===== src/rtl/tx_empty_status.sv =====
module tx_empty_status #(
  parameter int OCC_W = 5
) (
  input  logic             clk,
  input  logic             rst_n,
  input  logic             fifo_mode,
  input  logic             hold_wr,
  input  logic [OCC_W-1:0] occ,
  input  logic             shift_load,
  input  logic             shift_done,
  input  logic             thre_ie,
  output logic             thre,
  output logic             temt,
  output logic             thre_irq
);

  logic busy_q;
  logic thre_d, busy_d;
  logic occ_zero;

  assign occ_zero = (occ == '0);

  always_comb begin
    if (hold_wr)        thre_d = 1'b0;
    else if (fifo_mode) thre_d = occ_zero;
    else if (shift_load) thre_d = 1'b1;
    else                thre_d = thre;
  end

  always_comb begin
    if (shift_load)      busy_d = 1'b1;
    else if (shift_done) busy_d = 1'b0;
    else                 busy_d = busy_q;
  end

  always_ff @(posedge clk) begin
    if (!rst_n) begin
      thre   <= 1'b1;
      busy_q <= 1'b0;
      temt   <= 1'b1;
    end else begin
      thre   <= thre_d;
      busy_q <= busy_d;
      temt   <= thre_d & ~busy_d;
    end
  end

  assign thre_irq = thre & thre_ie;

  AST_WR_CLEARS: assert property (@(posedge clk) disable iff (!rst_n)
    hold_wr |=> !thre);
  AST_LOAD_SETS: assert property (@(posedge clk) disable iff (!rst_n)
    (!fifo_mode && shift_load && !hold_wr) |=> thre);
  AST_FIFO_EMPTY: assert property (@(posedge clk) disable iff (!rst_n)
    (fifo_mode && occ_zero && !hold_wr) |=> thre);
  AST_FIFO_FULL: assert property (@(posedge clk) disable iff (!rst_n)
    (fifo_mode && !occ_zero) |=> !thre);
  AST_TEMT_NEEDS_THRE: assert property (@(posedge clk) disable iff (!rst_n)
    temt |-> thre);
  AST_IDLE_HOLDS: assert property (@(posedge clk) disable iff (!rst_n)
    (!fifo_mode && !hold_wr && !shift_load && !shift_done) |=> ($stable(thre) && $stable(temt)));
  AST_IRQ_NEEDS_EN: assert property (@(posedge clk) disable iff (!rst_n)
    thre_irq |-> (thre_ie && thre));

endmodule


===== config.mk =====
export PLATFORM = sky130hd
export DESIGN_NAME = tx_empty_status
export DESIGN_NICKNAME = d
export VERILOG_FILES = /design/src/rtl/tx_empty_status.sv
export SDC_FILE = /design/constraint.sdc
export NUM_CORES = 1
export LEC_CHECK = 0
export ABC_CLOCK_PERIOD_IN_PS = 1200
export CORE_AREA = 3 3 40 42
export CTS_BUF_LIST = sky130_fd_sc_hd__clkbuf_8
export DETAILED_ROUTE_END_ITERATION = 8
export DIE_AREA = 0 0 43 45
export PLACE_DENSITY = 0.42
export SLEW_MARGIN = 20
export SYNTH_ARGS = -nofsm -noshare
export SYNTH_HDL_FRONTEND = slang
export SYNTH_SLANG_ARGS = --single-unit
export TNS_END_PERCENT = 30

===== constraint.sdc =====
create_clock -name clk -period 1.2 [get_ports clk]
set_input_delay 0.24 -clock clk [delete_from_list [all_inputs] [get_ports clk]]
set_output_delay 0.24 -clock clk [all_outputs]
set_load 0.02 [all_outputs]

# After elaboration in Yosys (flattened, before gate mapping)
# Index checks and enable logic that the tools add are counted.
[totals] ff_bits=3 inputBits=12 output_inout_bits=3
[classes] muxes=5 bitwise=3 n_reduce_logical=1
[ops] cell="$logic_not A5 Y1" count=1
[ops] cell="$mux W1" count=5
[ops] cell="$and A1 B1 Y1" count=2
[ops] cell="$not A1 Y1" count=1

# Longest topological paths before layout
[depth] depth_word=4 ltp_mapped=3 depth_no_buf=3

# Least setup slack after synthesis
# No wires, ideal clock.
[synth_timing] path_type="input port to flip-flop" start="input port occ[1]" end="register temt" arrival_ns=1.172 required_time_ns=1.104 path_slack_ns=-0.068 cell_stages=3 path_buffers=0 cell_sequence="or4_4 -> o31a_1 -> o41ai_2"
[synth_via] elab_chain_len=4
[synth_rtl] element="from (decl)" line_no="8" source="input logic [OCC_W-1:0] occ,"
[synth_rtl] element="$logic_not A5 Y1" line_no="21" source="assign occ_zero = (occ == '0);"
[synth_rtl] element="$mux W1" line_no="25" source="else if (fifo_mode) thre_d = occ_zero;"
[synth_rtl] element="$mux W1" line_no="24" source="if (hold_wr) thre_d = 1'b0;"
[synth_rtl] element="$and A1 B1 Y1" line_no="44" source="temt <= thre_d & ~busy_d;"
[synth_rtl] element="to (signal assigned)" line_no="44"
[synth_rtl] element="to (decl)" line_no="13" source="output logic temt,"
# No other way between the ends.
# A chain may end at the register's enable or synchronous reset.

# Worst setup path after layout
# Ends and elaborated chain as after synthesis.

==> impl_metrics.tcl <==
set metrics [dict create \
    status "complete, no violations" \
    clkSlewWorstSetupHoldPaths_ns 0.03 \
    ys_ff_latch 3 \
    grt_pass1_vias 212 \
    power_frac_clock_pct 59.8 \
    rows 13 \
    fmax_mhz 846 \
    hold_slack_ns 0.410 \
    yosysTopAreaCell "dfxtp_1" \
    n_antenna_cell 0 \
    startpoint_type "primary input" \
    drt_iter0_markers 1 \
    die_w_um 43 \
    postCtsHoldBufs 0 \
    tns_ns 0 \
    grt_start_max_net_pins 5 \
    syn_inst 14 \
    clk_latency_ns 0.22 \
    drive_gt1_share_pct 38.2 \
    period_minus_slack_ns 1.18 \
    cp_max_fo 2 \
    path_class "in -> reg" \
    cts.htree.levels 1 \
    clockBufferDepth 2 \
    coreArea_um2 1280 \
    slew_headroom_pct 85.1 \
    yosysTopAreaCellShare_pct 41.0 \
    p_int_w 0.000379 \
    post-route-period-util_pct 98.5 \
    report.final.slew_viol_count 0 \
    viasPerCell 3.90 \
    hold_path.class "in -> reg" \
    synth_area_leaders "dfxtp_1, o41ai_2, o21a_1, or4_4, o31a_1" \
    arrival_ns 1.30 \
    dieHeight_um 45 \
    yosys_warnings 0 \
    antenna_found_initial 0 \
    skew_ns 0.00264 \
    dieArea_um2 1940 \
    power_frac_comb_pct 17.2 \
    cp.required_ns 1.32 \
    p_leak_nw 0.174 \
    final-setup-viol-count 0 \
    port_buffers 14 \
    grt_use_total_pct 6.81 \
    initial_core_util_pct 11.4 \
    first_pass_iters 2 \
    power_density_nw_per_um2 1310 \
    syn_to_final_growth_pct 150 \
    rsz0062_at_grt "yes" \
    ys_seq_area_share_pct 41.0 \
    ant_nets 0 \
    grt-ovfl-total 0 \
    synth.distinct_cells 11 \
    syn_nets 26 \
    cts-root-buf "clkbuf_8" \
    cts_buffers 3 \
    hold_viol_final 0 \
    wirelength_um 483 \
    route.vias.total 191 \
    final_nets 47 \
    wl_per_cell_um 9.86 \
    drcViolationCount 0 \
    drv_cap 0 \
    io_pins 15 \
    gp_congestion 0.628 \
    worst_pin_slew_ns 0.221 \
    switchingPower_w 0.000100 \
    clkSinkCount 3 \
    grt_pass1_wl_um 828 \
    syn_area_per_cell_um2 10.5 \
    netSwitchingFraction_pct 20.9 \
    seqPwrFrac_pct 23.0 \
    netlist_area_um2 146 \
    cts_tree "done" \
    cp-end-kind "register" \
    peakVddDrop_v 0.000365 \
]
[what timing repair did]
item                       in CTS  in global routing
buffers inserted                0                  0
resized for setup              18                  8
pin swaps                       3                  3
setup endpoints to repair       5                  3
[metal layers]
metal  track usage (%)  part of all wire [%]  vias to the layer above
met5                 0                     0                        -
met4              12.7                   8.5                        0
met3              1.99                    10                        5
met2              10.5                    54                       10
met1              5.02                    27                       83
li1                  -                     -                       93
[cells in the mapped netlist]
cell type	count
and2_1	1
inv_1	1
nor2b_1	1
dfxtp_1	3
or4_4	1
o31a_1	1
nand2b_1	1
nor3_1	1
o41ai_2	1
o21a_1	2
o31ai_1	1
[worst max-delay path, cell delays in order]
cell and delay [ns]:
clkbuf_2 0.08, or4_4 0.52, o31a_1 0.27, o41ai_2 0.19
[cell usage in the layout, fill, tap and decap left out]
| cell type | synthesis | layout |
|---|---|---|
| buf_2 | 0 | 1 |
| clkdlybuf4s15_1 | 0 | 1 |
| dlymetal6s2s_1 | 0 | 2 |
| dfxtp_1 | 3 | 3 |
| nor3_1 | 1 | 1 |
| or4_4 | 1 | 1 |
| clkbuf_2 | 0 | 1 |
| nor2b_1 | 1 | 1 |
| dlygate4sd2_1 | 0 | 1 |
| o21a_1 | 2 | 2 |
| buf_6 | 0 | 3 |
| inv_1 | 1 | 2 |
| nand2b_1 | 1 | 1 |
| o31a_1 | 1 | 1 |
| clkbuf_8 | 0 | 3 |
| and2_4 | 0 | 1 |
| buf_4 | 0 | 2 |
| o41ai_2 | 1 | 1 |
| o31ai_1 | 1 | 1 |
| clkdlybuf4s50_1 | 0 | 5 |
[kinds of logic after synthesis]
family                 share of synthesized area (%)
AO/OA/AOI/OAI                                   32.5
AND/OR/NAND/NOR                                 23.9
buffers and inverters                           2.56
flip-flops                                      41.0
[power groups by stage]
| stage | Clock, W | Combinational (W) | Sequential [W] |
|---|---|---|---|
| after global routing | 0.000308 | 0.0000896 | 0.000111 |
| after floorplan | 0 | 0.0000199 | 0.000117 |
| after detailed placement | 0 | 0.0000867 | 0.000112 |
| after CTS | 0.000297 | 0.0000783 | 0.000110 |
| final | 0.000287 | 0.0000824 | 0.000110 |
| after global placement | 0 | 0.0000864 | 0.000112 |
[metrics by stage]
step	utilization, %	setup WS (ns)	power, W	cells	cell area, um2
final	28.4	0.0178	0.000479	49	365
after global routing	28.4	-0.0312	0.000509	49	365
after CTS	27.2	-0.145	0.000486	49	349
after detailed placement	24.9	-0.535	0.000198	45	320
after global placement	24.9	-0.528	0.000198	45	320
after floorplan	-	-0.0675	0.000137	14	146
[path summary, 6_finish.rpt]
check | to | cells after the start | slack [ns] | startpoint
setup / recovery | temt$_SDFF_PN1_ | 4 | 0.02 | occ[1]
hold / removal | thre$_SDFF_PN1_ | 4 | 0.41 | occ[2]
setup reg to reg | temt$_SDFF_PN1_ | 4 | 0.27 | thre$_SDFF_PN1_
hold reg to reg | busy_q$_SDFF_PN0_ | 2 | 0.62 | busy_q$_SDFF_PN0_
[final cells by class]
type	count	area, um2
clock buffer	3	41.3
multi-input combinational	10	85.1
clock inverter	1	3.75
tap	15	18.8
sequential	3	60.1
timing repair buffer	16	153
inverter	1	3.75
fill	141	920
[registers in the layout, summed over array words and instances (netlist names)]
signal  count
temt        1
thre        1
busy_q      1
No activity file was read; power rests on OpenSTA's default activity.
